$ cat src/rtl/pfxdec_pkg.sv
package pfxdec_pkg;

    localparam int NOPS   = 4;   // rd, rs1, rs2, rs3
    localparam int BASE_W = 5;
    localparam int FLD_W  = BASE_W + 1;
    localparam int REG_W  = FLD_W + 1;
    localparam int LOW_W  = 18;
    localparam int INSN_W = 48;
    localparam int TF_W   = 7;

    localparam int OP_RD  = 0;
    localparam int OP_RS1 = 1;
    localparam int OP_RS2 = 2;
    localparam int OP_RS3 = 3;

    localparam logic [5:0] PFX_MAJOR = 6'b011111;

    // base major opcode, bits 6:2
    localparam logic [4:0] OPC_LOAD     = 5'b00000;
    localparam logic [4:0] OPC_LOAD_FP  = 5'b00001;
    localparam logic [4:0] OPC_STORE    = 5'b01000;
    localparam logic [4:0] OPC_STORE_FP = 5'b01001;
    localparam logic [4:0] OPC_OPIMM    = 5'b00100;
    localparam logic [4:0] OPC_OPIMM32  = 5'b00110;
    localparam logic [4:0] OPC_OP       = 5'b01100;
    localparam logic [4:0] OPC_OP32     = 5'b01110;
    localparam logic [4:0] OPC_LUI      = 5'b01101;
    localparam logic [4:0] OPC_AUIPC    = 5'b00101;
    localparam logic [4:0] OPC_JALR     = 5'b11001;
    localparam logic [4:0] OPC_OPFP     = 5'b10100;
    localparam logic [4:0] OPC_MADD     = 5'b10000;
    localparam logic [4:0] OPC_MSUB     = 5'b10001;
    localparam logic [4:0] OPC_NMSUB    = 5'b10010;
    localparam logic [4:0] OPC_NMADD    = 5'b10011;

    typedef enum logic [3:0] {
        FMT_NONE = 4'd0,
        FMT_LD   = 4'd1,
        FMT_ST   = 4'd2,
        FMT_R    = 4'd3,
        FMT_I    = 4'd4,
        FMT_U    = 4'd5,
        FMT_FR   = 4'd6,
        FMT_FI   = 4'd7,
        FMT_FR4  = 4'd8
    } pfx_fmt_e;

    typedef enum logic [1:0] {
        TK_NONE = 2'd0,
        TK_W7   = 2'd1,
        TK_W6   = 2'd2,
        TK_W5   = 2'd3
    } tfield_kind_e;

    typedef struct packed {
        logic [1:0] itype;
        logic [2:0] pred;
        logic       twin;
        logic [2:0] svlen;
        logic       bad;
    } tinfo_s;

    typedef struct packed {
        logic [NOPS-1:0] present;
        logic [NOPS-1:0] ext;
        logic [NOPS-1:0] fvalid;
        logic [NOPS-1:0] fval;
        logic            rsvd_bad;
        tfield_kind_e    tkind;
        logic [TF_W-1:0] traw;
    } layout_s;

    function automatic logic [REG_W-1:0] num_scalar(input logic [FLD_W-1:0] f);
        return {1'b0, f};
    endfunction

    function automatic logic [REG_W-1:0] num_vector(input logic [FLD_W-1:0] f);
        return {f[0], f[FLD_W-1:1], 1'b0};
    endfunction

    function automatic logic [2:0] svlen_of(input logic [1:0] code);
        return (code == 2'b00) ? 3'd4 : {1'b0, code};
    endfunction

    function automatic logic is_fp_unary(input logic [4:0] f5);
        return (f5 == 5'b01011) || (f5 == 5'b01000) || (f5 == 5'b11000) ||
               (f5 == 5'b11010) || (f5 == 5'b11100) || (f5 == 5'b11110);
    endfunction

endpackage

$ cat src/rtl/pfxdec_fmt_sel.sv
module pfxdec_fmt_sel
    import pfxdec_pkg::*;
(
    input  logic [4:0] opc_i,
    input  logic [4:0] funct5_i,
    output pfx_fmt_e   fmt_o
);
    always_comb begin
        fmt_o = FMT_NONE;
        unique case (opc_i)
            OPC_LOAD, OPC_LOAD_FP:            fmt_o = FMT_LD;
            OPC_STORE, OPC_STORE_FP:          fmt_o = FMT_ST;
            OPC_OP, OPC_OP32:                 fmt_o = FMT_R;
            OPC_OPIMM, OPC_OPIMM32, OPC_JALR: fmt_o = FMT_I;
            OPC_LUI, OPC_AUIPC:               fmt_o = FMT_U;
            OPC_OPFP:                         fmt_o = is_fp_unary(funct5_i) ? FMT_FI : FMT_FR;
            OPC_MADD, OPC_MSUB,
            OPC_NMSUB, OPC_NMADD:             fmt_o = FMT_FR4;
            default:                          fmt_o = FMT_NONE;
        endcase
    end
endmodule

$ cat src/rtl/pfxdec_layout.sv
module pfxdec_layout
    import pfxdec_pkg::*;
(
    input  pfx_fmt_e         fmt_i,
    input  logic [LOW_W-1:0] low_i,
    output layout_s          lay_o
);
    always_comb begin
        lay_o          = '0;
        lay_o.tkind    = TK_NONE;
        unique case (fmt_i)
            FMT_LD, FMT_I, FMT_FI: begin
                lay_o.present[OP_RD]  = 1'b1;
                lay_o.present[OP_RS1] = 1'b1;
                lay_o.ext[OP_RD]      = low_i[17];
                lay_o.ext[OP_RS1]     = low_i[16];
                lay_o.fvalid[OP_RD]   = 1'b1;
                lay_o.fval[OP_RD]     = low_i[14];
                lay_o.fvalid[OP_RS1]  = 1'b1;
                lay_o.fval[OP_RS1]    = low_i[13];
                lay_o.tkind           = TK_W7;
                lay_o.traw            = {low_i[15], low_i[12:7]};
            end
            FMT_ST: begin
                lay_o.present[OP_RS1] = 1'b1;
                lay_o.present[OP_RS2] = 1'b1;
                lay_o.ext[OP_RS1]     = low_i[16];
                lay_o.ext[OP_RS2]     = low_i[15];
                lay_o.fvalid[OP_RS2]  = 1'b1;
                lay_o.fval[OP_RS2]    = low_i[14];
                lay_o.fvalid[OP_RS1]  = 1'b1;
                lay_o.fval[OP_RS1]    = low_i[13];
                lay_o.tkind           = TK_W7;
                lay_o.traw            = {low_i[17], low_i[12:7]};
            end
            FMT_R, FMT_FR: begin
                lay_o.present[OP_RD]  = 1'b1;
                lay_o.present[OP_RS1] = 1'b1;
                lay_o.present[OP_RS2] = 1'b1;
                lay_o.ext[OP_RD]      = low_i[17];
                lay_o.ext[OP_RS1]     = low_i[16];
                lay_o.ext[OP_RS2]     = low_i[15];
                lay_o.fvalid[OP_RS2]  = 1'b1;
                lay_o.fval[OP_RS2]    = low_i[14];
                lay_o.fvalid[OP_RS1]  = 1'b1;
                lay_o.fval[OP_RS1]    = low_i[13];
                if (fmt_i == FMT_R) begin
                    lay_o.tkind = TK_W6;
                    lay_o.traw  = {1'b0, low_i[12:7]};
                end else begin
                    lay_o.tkind    = TK_W5;
                    lay_o.traw     = {2'b00, low_i[11:7]};
                    lay_o.rsvd_bad = low_i[12];
                end
            end
            FMT_U: begin
                lay_o.present[OP_RD] = 1'b1;
                lay_o.ext[OP_RD]     = low_i[17];
                lay_o.fvalid[OP_RD]  = 1'b1;
                lay_o.fval[OP_RD]    = low_i[14];
                lay_o.tkind          = TK_W6;
                lay_o.traw           = {1'b0, low_i[12:7]};
                lay_o.rsvd_bad       = low_i[16] | low_i[15] | low_i[13];
            end
            FMT_FR4: begin
                lay_o.present        = '1;
                lay_o.ext[OP_RD]     = low_i[17];
                lay_o.ext[OP_RS1]    = low_i[16];
                lay_o.ext[OP_RS2]    = low_i[15];
                lay_o.ext[OP_RS3]    = low_i[13];
                lay_o.fvalid[OP_RS2] = 1'b1;
                lay_o.fval[OP_RS2]   = low_i[14];
                lay_o.fvalid[OP_RS3] = 1'b1;
                lay_o.fval[OP_RS3]   = low_i[12];
                lay_o.tkind          = TK_W5;
                lay_o.traw           = {2'b00, low_i[11:7]};
            end
            default: begin
                lay_o = '0;
            end
        endcase
    end
endmodule

$ cat src/rtl/pfxdec_tunpack.sv
module pfxdec_tunpack
    import pfxdec_pkg::*;
(
    input  tfield_kind_e     kind_i,
    input  logic [TF_W-1:0]  raw_i,
    output tinfo_s           info_o
);
    always_comb begin
        info_o       = '0;
        info_o.svlen = svlen_of(raw_i[1:0]);
        unique case (kind_i)
            TK_W7: begin
                info_o.itype = raw_i[5:4];
                info_o.pred  = {raw_i[6], raw_i[3:2]};
                info_o.twin  = 1'b1;
            end
            TK_W6: begin
                info_o.itype = raw_i[5:4];
                info_o.pred  = {1'b0, raw_i[3:2]};
                info_o.bad   = (raw_i[3:2] == 2'b01);
            end
            TK_W5: begin
                info_o.pred  = raw_i[4:2];
                info_o.bad   = (raw_i[4:2] == 3'b001);
            end
            default: begin
                info_o.bad   = 1'b0;
            end
        endcase
    end
endmodule

$ cat src/rtl/pfxdec_regnum.sv
module pfxdec_regnum
    import pfxdec_pkg::*;
(
    input  logic              present_i,
    input  logic              vec_i,
    input  logic              ext_i,
    input  logic [BASE_W-1:0] base_i,
    output logic [REG_W-1:0]  num_o
);
    logic [FLD_W-1:0] field;

    assign field = {ext_i, base_i};

    always_comb begin
        if (!present_i)  num_o = '0;
        else if (vec_i)  num_o = num_vector(field);
        else             num_o = num_scalar(field);
    end
endmodule

$ cat src/rtl/prefix_decoder.sv
module prefix_decoder
    import pfxdec_pkg::*;
(
    input  logic [47:0] insn,
    output logic [3:0]  fmt,
    output logic        illegal,
    output logic [6:0]  rd_num,
    output logic [6:0]  rs1_num,
    output logic [6:0]  rs2_num,
    output logic [6:0]  rs3_num,
    output logic        rd_vec,
    output logic        rs1_vec,
    output logic        rs2_vec,
    output logic        rs3_vec,
    output logic [1:0]  itype,
    output logic [2:0]  pred,
    output logic        pred_twin,
    output logic [2:0]  svlen
);
    pfx_fmt_e                         fmt_sel;
    layout_s                          lay;
    tinfo_s                           tinfo;
    logic [NOPS-1:0][BASE_W-1:0]      op_base;
    logic [NOPS-1:0]                  op_vec;
    logic [NOPS-1:0][REG_W-1:0]       op_num;
    logic                             any_flag;
    logic                             hdr_bad;

    pfxdec_fmt_sel u_fmt (
        .opc_i    (insn[22:18]),
        .funct5_i (insn[47:43]),
        .fmt_o    (fmt_sel)
    );

    pfxdec_layout u_lay (
        .fmt_i (fmt_sel),
        .low_i (insn[LOW_W-1:0]),
        .lay_o (lay)
    );

    pfxdec_tunpack u_tun (
        .kind_i (lay.tkind),
        .raw_i  (lay.traw),
        .info_o (tinfo)
    );

    assign op_base[OP_RD]  = insn[27:23];
    assign op_base[OP_RS1] = insn[35:31];
    assign op_base[OP_RS2] = insn[40:36];
    assign op_base[OP_RS3] = insn[47:43];

    // flags missing from a layout follow the OR of those it carries
    assign any_flag = |(lay.fvalid & lay.fval);

    generate
        for (genvar k = 0; k < NOPS; k++) begin : g_op
            assign op_vec[k] = lay.present[k] &
                               (lay.fvalid[k] ? lay.fval[k] : any_flag);
            pfxdec_regnum u_rn (
                .present_i (lay.present[k]),
                .vec_i     (op_vec[k]),
                .ext_i     (lay.ext[k]),
                .base_i    (op_base[k]),
                .num_o     (op_num[k])
            );
        end
    endgenerate

    assign hdr_bad = (insn[5:0] != PFX_MAJOR) | insn[6];

    assign fmt       = fmt_sel;
    assign illegal   = hdr_bad | (fmt_sel == FMT_NONE) | lay.rsvd_bad | tinfo.bad;
    assign rd_num    = op_num[OP_RD];
    assign rs1_num   = op_num[OP_RS1];
    assign rs2_num   = op_num[OP_RS2];
    assign rs3_num   = op_num[OP_RS3];
    assign rd_vec    = op_vec[OP_RD];
    assign rs1_vec   = op_vec[OP_RS1];
    assign rs2_vec   = op_vec[OP_RS2];
    assign rs3_vec   = op_vec[OP_RS3];
    assign itype     = tinfo.itype;
    assign pred      = tinfo.pred;
    assign pred_twin = tinfo.twin;
    assign svlen     = tinfo.svlen;
endmodule

$ cat config.mk
export PLATFORM = sky130hd
export DESIGN_NAME = prefix_decoder
export DESIGN_NICKNAME = d
export VERILOG_FILES = /design/src/rtl/pfxdec_pkg.sv /design/src/rtl/pfxdec_fmt_sel.sv /design/src/rtl/pfxdec_layout.sv /design/src/rtl/pfxdec_tunpack.sv /design/src/rtl/pfxdec_regnum.sv /design/src/rtl/prefix_decoder.sv
export SDC_FILE = /design/constraint.sdc
export NUM_CORES = 1
export LEC_CHECK = 0
export ABC_AREA = 1
export CAP_MARGIN = 20
export CORE_MARGIN = 4
export CORE_UTILIZATION = 30
export DETAILED_ROUTE_END_ITERATION = 16
export DONT_BUFFER_PORTS = 1
export PLACE_DENSITY = 0.53
export SLEW_MARGIN = 20
export SYNTH_ARGS = -nofsm -noshare
export SYNTH_HDL_FRONTEND = slang
export SYNTH_HIERARCHICAL = 1
export SYNTH_SLANG_ARGS = --single-unit
$ cat constraint.sdc
create_clock -name vclk -period 3
set_input_delay 0.15 -clock vclk [all_inputs]
set_output_delay 0.15 -clock vclk [all_outputs]
set_load 0.05 [all_outputs]
* Word level (Yosys, flattened, before mapping)
Cells that the tools add are included.
Storage, ports and cells: register bits 0, ROM bits 0, input port bits 48, bits in latches 0, memories 0, word-level logic and storage cells 106, RAM bits 0
Operators by class: bitwise operators 11, divide/modulo/power cells 0, eq/ne operators 35, shift-type cells 0, muxes and demuxes 37, magnitude comparators 0, add/subtract/negate cells 0, reductions and logical operators 23, $mul 0
Operators by type and width (count):
- $mux W7 | 8
- $eq A5 B5 Y1 const B | 10
- $pmux W9 S5 | 1
- $eq A5 B4 Y1 const B | 7
- $pmux W4 S7 | 1
- $mux W1 | 21
- $eq A4 B3 Y1 const B | 4
- $reduce_or A4 Y1 | 4
- $eq A5 B3 Y1 const B | 3
- $reduce_or A7 Y1 | 2
- $reduce_or A2 Y1 | 6
- $pmux W3 S3 | 1
- $eq A4 B2 Y1 const B | 2
- $mux W8 | 1
- $ne A6 B5 Y1 const B | 1
- $or A1 B1 Y1 | 6
- $reduce_or A3 Y1 | 2
- $reduce_or A6 Y1 | 1
- $eq A5 B1 Y1 const B | 1
- $logic_not A5 Y1 | 1
- $logic_or A1 B1 Y1 | 5
- $and A1 B1 Y1 | 4
- $and A4 B4 Y4 | 1
- $eq A2 B1 Y1 const B | 2
- 9 further kinds | 11

* Depth between registers and ports, before layout
Gate-level depths: netlist of the first run.
depth in word-level cells 17, depth in mapped cells 19, mapped depth without buffers 19

* Hierarchy
The synthesis of the first run kept the hierarchy.
By module, submodules not included:
- pfxdec_layout | sequential area each 0.0 um^2, times used 1, cells each 94, area each 460.4 um^2
- pfxdec_regnum | sequential area each 0.0 um^2, times used 4, cells each 14, area each 55.1 um^2
- pfxdec_fmt_sel | sequential area each 0.0 um^2, times used 1, cells each 38, area each 172.7 um^2
- pfxdec_tunpack | sequential area each 0.0 um^2, times used 1, cells each 27, area each 150.1 um^2
- prefix_decoder | sequential area each 0.0 um^2, times used 1, cells each 31, area each 121.4 um^2

* Worst setup path before layout of the first run
OpenSTA, ideal clock, no wires.
kind input-to-output, start point input insn[21], end point output rs1_num[6], required time 2.850 ns, arrival 3.973 ns, stages 10, buffers on the path 0, path slack -1.123 ns, path through nor3_1 > inv_1 > nor2_2 > nand2_4 > nand3_2 > or2_1 > nand2_1 > nor2_1 > inv_1 > nor2_1
RTL lines:
- start, declared | RTL line prefix_decoder.sv:4 | input logic [47:0] insn,
- end, declared | RTL line prefix_decoder.sv:8 | output logic [6:0] rs1_num,

==> impl_metrics.env, run 1 <==
export IMPL_status="complete, no violations"
export IMPL_syn_nets=299
export IMPL_finalNetCount=325
export IMPL_viasPerCell=4.525
export IMPL_dr_wl_met3_um=239
export IMPL_p_leak_nw=0.9609
export IMPL_drv_cap=0
export IMPL_ioPinCount=94
export IMPL_hp_class="in -> out"
export IMPL_worstSetupPathType="in -> out"
export IMPL_worstMarginPinSlew_ns=0.4300
export IMPL_fp_row_count=21
export IMPL_critPathMaxFanout=8
export IMPL_drive_above_1_share_pct=22.96
export IMPL_highest_layer="met3"
export IMPL_end_kind="output pin"
export IMPL_netlist_instances=246
export IMPL_synth_seq_area_share_pct=0
export IMPL_crit_path_cell_trace="inv_1, nor2_1, nand2_1, inv_2, nor2_1, nand2_2, inv_2, nor2_2, nand2_1, nand4_1, inv_1, ha_1, nor2_1, nor2_1, inv_1, nand3_1, a21oi_1, nand2_1, buf_12"
export IMPL_maxSlewViolCount=0
export IMPL_finalPower_w=0.0003709
export IMPL_final_common_cell="nand2_1"
export IMPL_hold_viol=0
export IMPL_utilization_pct=43.51
export IMPL_yosys_warnings=6
export IMPL_cts_setup_buffers=0
export IMPL_yosysUniqueCellTypes=23
export IMPL_wl_per_cell_um=10.37
export IMPL_dpl_hpwl_um=2906
export IMPL_syn_area_um2=1125
export IMPL_seq_area_um2=0
export IMPL_grt_pass1_wl_um=5451
export IMPL_drt_first_pass_iters=4
export IMPL_core_area_um2=3468
export IMPL_die_area_um2=4793
export IMPL_drtIter0Drc=25
export IMPL_finalCritPeriodShare_pct=90.77
export IMPL_syn2layout_area_growth_pct=34.15
export IMPL_seq_cell_count=0
export IMPL_grt_pass1_vias=1272
export IMPL_dp_cells=316
export IMPL_fillers=407
export IMPL_grt_max_degree=14
export IMPL_die_h_um=69.23
export IMPL_slew_headroom_pct=71.30
export IMPL_cp_required_ns=2.85
export IMPL_antenna_cells=0
export IMPL_die_w_um=69.23
export IMPL_wl_um=3277
export IMPL_wl_met2_um=1697
export IMPL_cp_start_kind="input port"
export IMPL_clock_fmax_mhz=367.2
export IMPL_grt_ovfl_total=0
export IMPL_grt_antenna_before_repair=0
export IMPL_final_setup_viol_count=0
export IMPL_stdcell_count=316
export IMPL_drcViolationCount=0
export IMPL_max_stage_delay_ns=0.31
export IMPL_path_common_cell="nor2_1"
export IMPL_cellPowerDensity_nw_per_um2=245.8
export IMPL_vias=1430
export IMPL_port_buffers=0
export IMPL_rsz0062_at_grt="no"
export IMPL_n_clock_buffer=0
export IMPL_start_util_pct=32.43
export IMPL_avgSynthCellArea_um2=4.572
export IMPL_critical_path_arrival_ns=2.57
export IMPL_place_gp_congestion=0.8432
export IMPL_layout_common_cells="nand2_1, inv_1, nor2_1"
export IMPL_grtUsageTotal_pct=12.64
export IMPL_postRouteAntennaNets=0
export IMPL_cp_slowest_cell="nand2_2"
export IMPL_peakVddDrop_v=0.00007390
export IMPL_fin_crit_ns=2.723
export IMPL_wl_met1_um=1340
[cell type report]
type / count / area (um^2) / area share [%]
repair buffers: 28 / 310.3 / 20.56
well taps: 46 / 57.56 / 3.814
multi-input cells: 178 / 900.9 / 59.70
inverters: 64 / 240.2 / 15.92
[metal layers]
layer	track usage (%)	up-vias
met1	15.50	608
met3	1.739	0
li1	-	779
met4	0	0
met2	24.47	43
met5	0	-
[path summary, 6_finish.rpt]
path      from      end  slack, ns  cells after the start
max   insn[18]  illegal       0.28                     19
min   insn[21]   fmt[3]       0.52                      2
[critical path: cells and delay by family]
family	cells	cell delay (ns)
AND/OR/NAND/NOR	11	1.58
adder cells (fa/ha/maj)	1	0.20
buffers and inverters	6	0.50
AO/OA/AOI/OAI	1	0.13
[Yosys cell counts]
master	count	share of area, %
nand4_1	3	1.7
nor2_2	5	2.8
nand2_2	7	3.9
a21boi_0	1	0.67
buf_4	2	1.3
o21a_1	1	0.67
a21oi_1	7	3.1
o22ai_1	1	0.56
clkbuf_1	2	0.67
nand3_1	22	9.8
nand2_1	74	25
nor3_1	2	0.89
or2_1	1	0.56
nand3_2	2	1.8
ha_1	5	5.6
o21ai_0	6	2.7
a21boi_2	1	1.0
nor2_4	1	1.0
nand2_4	1	1.0
inv_2	4	1.3
o21bai_1	5	3.3
nor2_1	33	11
inv_1	60	20
[where the power goes]
part / switching, W / internal [W]
clock: 0 / 0
sequential: 0 / 0
combinational: 0.000278 / 0.0000934
total: 0.000278 / 0.0000934
[cells by family (layout without fill, tap and decap cells)]
logic type / after synthesis / in the layout / synth area share, %
adder cells (fa/ha/maj): 5 / 5 / 5.562
buffers and inverters: 68 / 92 / 23.36
AND/OR/NAND/NOR: 151 / 151 / 59.07
AO/OA/AOI/OAI: 22 / 22 / 12.01
[timing repair]
item / in CTS / in global routing
hold buffers: 0 / 0
endpoints found under the hold margin: 0 / 0
setup endpoints to repair: 0 / 1
resized for setup: 0 / 1
[stage by stage]
step | hold WS (ns) | TNS, ns | cell area (um^2) | setup slack [ns]
2_1_floorplan | 0.4190 | -0.4532 | 1161 | -0.1431
3_3_place_gp | 0.5163 | 0 | 1506 | 0.1107
3_5_place_dp | 0.5179 | 0 | 1506 | 0.05611
4_1_cts | 0.5179 | 0 | 1506 | 0.05012
5_1_grt | 0.5276 | 0 | 1509 | 0.01273
6_report | 0.5152 | 0 | 1509 | 0.2769
No activity file was read; power rests on OpenSTA's default activity.
==> run 2, diff against run 1 <==
--- a/config.mk
+++ b/config.mk
@@ -5,13 +5,13 @@
 export SDC_FILE = /design/constraint.sdc
 export NUM_CORES = 1
 export LEC_CHECK = 0
-export ABC_AREA = 1
 export CAP_MARGIN = 20
 export CORE_MARGIN = 4
-export CORE_UTILIZATION = 30
+export CORE_UTILIZATION = 40
 export DETAILED_ROUTE_END_ITERATION = 16
 export DONT_BUFFER_PORTS = 1
-export PLACE_DENSITY = 0.53
+export GPL_ROUTABILITY_DRIVEN = 0
+export PLACE_DENSITY = 0.63
 export SLEW_MARGIN = 20
 export SYNTH_ARGS = -nofsm -noshare
 export SYNTH_HDL_FRONTEND = slang
==> impl_metrics.env, run 2 <==
export IMPL_status="finished, violations left"
export IMPL_violations="setup timing"
export IMPL_final_setup_viol_count=1
export IMPL_synth_area_leaders="and2_2, and2_1, ha_1"
export IMPL_power_frac_comb_pct=100.0
export IMPL_synth_seq_area_share_pct=0
export IMPL_layout_setup_ws_ns=-0.006713
export IMPL_dpl_hpwl_um=2641
export IMPL_maxSlewViolCount=0
export IMPL_grt_pass1_vias=1172
export IMPL_grt_ovfl_total=0
export IMPL_fillers=189
export IMPL_layout_common_cells="buf_4, and2_2, inv_1"
export IMPL_yosys_warnings=6
export IMPL_synthMostInstantiatedCell="and2_2"
export IMPL_fp_row_count=17
export IMPL_cts_setup_buffers=0
export IMPL_viasPerCell=5.813
export IMPL_drt_first_pass_iters=4
export IMPL_worstMarginPinSlew_ns=0.5569
export IMPL_ioPinCount=94
export IMPL_seq_cell_count=0
export IMPL_die_area_um2=3348
export IMPL_syn2layout_area_growth_pct=52.58
export IMPL_dp_cells=192
export IMPL_swShare_pct=65.31
export IMPL_peakVddDrop_v=0.0001558
export IMPL_drcViolationCount=0
export IMPL_clock_fmax_mhz=332.6
export IMPL_hp_class="in -> out"
export IMPL_critPathMaxFanout=6
export IMPL_cp_required_ns=2.85
export IMPL_finalCritPeriodShare_pct=100.2
export IMPL_synth_area_leader_cell="and2_2"
export IMPL_core_area_um2=2297
export IMPL_worstHoldPathCells=1
export IMPL_wl_um=2974
export IMPL_netlist_instances=143
export IMPL_drive_above_1_share_pct=59.76
export IMPL_grt_pass1_wl_um=5002
export IMPL_fin_crit_ns=3.007
export IMPL_vias=1116
export IMPL_worstHoldEndpoint="rs3_num[6]"
export IMPL_syn_area_um2=994.7
export IMPL_wl_per_cell_um=15.49
export IMPL_hold_viol=0
export IMPL_rsz0062_at_grt="yes"
export IMPL_p_switching_w=0.0002677
export IMPL_clockPowerShare_pct=0
export IMPL_critical_path_arrival_ns=2.86
export IMPL_grtUsageTotal_pct=17.45
export IMPL_grt_antenna_before_repair=0
export IMPL_end_kind="output pin"
export IMPL_drv_cap=0
export IMPL_cp_start_kind="input port"
export IMPL_die_h_um=57.87
export IMPL_n_clock_buffer=0
export IMPL_yosysUniqueCellTypes=51
export IMPL_avgSynthCellArea_um2=6.956
export IMPL_antenna_cells=0
export IMPL_syn_nets=196
export IMPL_worstSetupPathType="in -> out"
export IMPL_die_w_um=57.87
export IMPL_seq_area_um2=0
export IMPL_finalPower_w=0.0004098
export IMPL_pwr_share_seq_pct=0
export IMPL_synth_common_cells="and2_2, inv_1, and2_1"
export IMPL_p_int_w=0.0001422
export IMPL_postRouteAntennaNets=0
export IMPL_finalNetCount=219
export IMPL_grt_max_degree=14
export IMPL_port_buffers=0
export IMPL_stdcell_count=192
export IMPL_final_common_cell="buf_4"
export IMPL_drtIter0Drc=18
export IMPL_holdCritStartpoint="insn[43]"
export IMPL_p_leak_nw=0.6110
export IMPL_start_util_pct=43.30
export IMPL_synth_top_area_share_pct=15.85
export IMPL_cellPowerDensity_nw_per_um2=270.0
export IMPL_slew_headroom_pct=62.88
-- run 2: cell count changes in the layout (fill, tap and decap cells not counted), moves of 10 or more --
| cell | before | now |
|---|---|---|
| nand2_1 | 73 | 3 |
| and2_2 | 0 | 21 |
| and2_1 | 0 | 10 |
| nand3_1 | 22 | 2 |
| nor2_1 | 25 | 4 |
| nor2_2 | 13 | 1 |
| inv_1 | 60 | 13 |
-- run 2: how the worst max path moves through the flow --
| stage | slack, ns | depth (start not counted) | start | to |
|---|---|---|---|---|
| 2_1_floorplan | -0.29 | 12 | insn[20] | illegal |
| 3_3_place_gp | -0.01 | 11 | insn[22] | illegal |
| 3_5_place_dp | -0.15 | 9 | insn[18] | illegal |
| 4_1_cts | -0.03 | 11 | insn[47] | illegal |
| 5_1_grt | -0.12 | 11 | insn[21] | illegal |
| 6_report | -0.007 | 11 | insn[47] | illegal |
-- run 2: metal layers --
metal	vias up	share of wire [%]	track usage, %
met1	522	37	18.92
met5	-	0	0
met2	47	55	35.97
li1	547	-	-
met3	0	8.3	3.341
met4	0	0	0.3311
-- run 2: power by group through the flow --
| stage | Sequential (W) | Clock (W) | Combinational (W) |
|---|---|---|---|
| 2_1_floorplan | 0 | 0 | 0.000332 |
| 3_3_place_gp | 0 | 0 | 0.000401 |
| 3_5_place_dp | 0 | 0 | 0.000409 |
| 4_1_cts | 0 | 0 | 0.000413 |
| 5_1_grt | 0 | 0 | 0.000437 |
| 6_report | 0 | 0 | 0.000410 |
-- run 2: final cells by class --
class / count / area (um^2) / share of cell area (%)
tap: 28 / 35.03 / 2.308
inverter: 16 / 66.31 / 4.369
multi-input combinational: 119 / 1132 / 74.61
timing repair buffer: 29 / 284.0 / 18.71
-- run 2: cells by family after synthesis --
logic type	synth area share, %
AOI/OAI and AO/OA	25.54
xor gates and xnor gates	2.642
adders and majority gates	6.289
buffers and inverters	11.57
and+or+nand+nor	53.96
-- run 2: stage by stage --
stage | TNS, ns | utilization [%] | worst slack (ns) | area [um^2] | hold WS [ns]
floorplan | -0.3591 | - | -0.2858 | 1241 | 0.4481
global placement | -0.01443 | 64.98 | -0.01443 | 1493 | 0.5100
detailed placement | -0.1465 | 64.98 | -0.1465 | 1493 | 0.5092
CTS | -0.03421 | 65.96 | -0.03421 | 1515 | 0.5097
global route | -0.1158 | 66.07 | -0.1158 | 1518 | 0.5103
finish | -0.006713 | 66.07 | -0.006713 | 1518 | 0.5090
-- run 2: critical path: stages --
cell and delay [ns]:
o21ba_2 0.21, o32a_1 0.18, o22ai_4 0.10, or4b_4 0.59, clkinv_2 0.08, a21oi_1 0.06, o31ai_2 0.10, ha_2 0.27
a2111oi_1 0.09, or4b_1 0.48, or4_4 0.55
-- run 2: what timing repair did --
action                     CTS  global route
cloned                       0             0
resized for setup            5             2
pin swaps                    1             1
setup endpoints to repair    1             1
hold buffers                 0             0
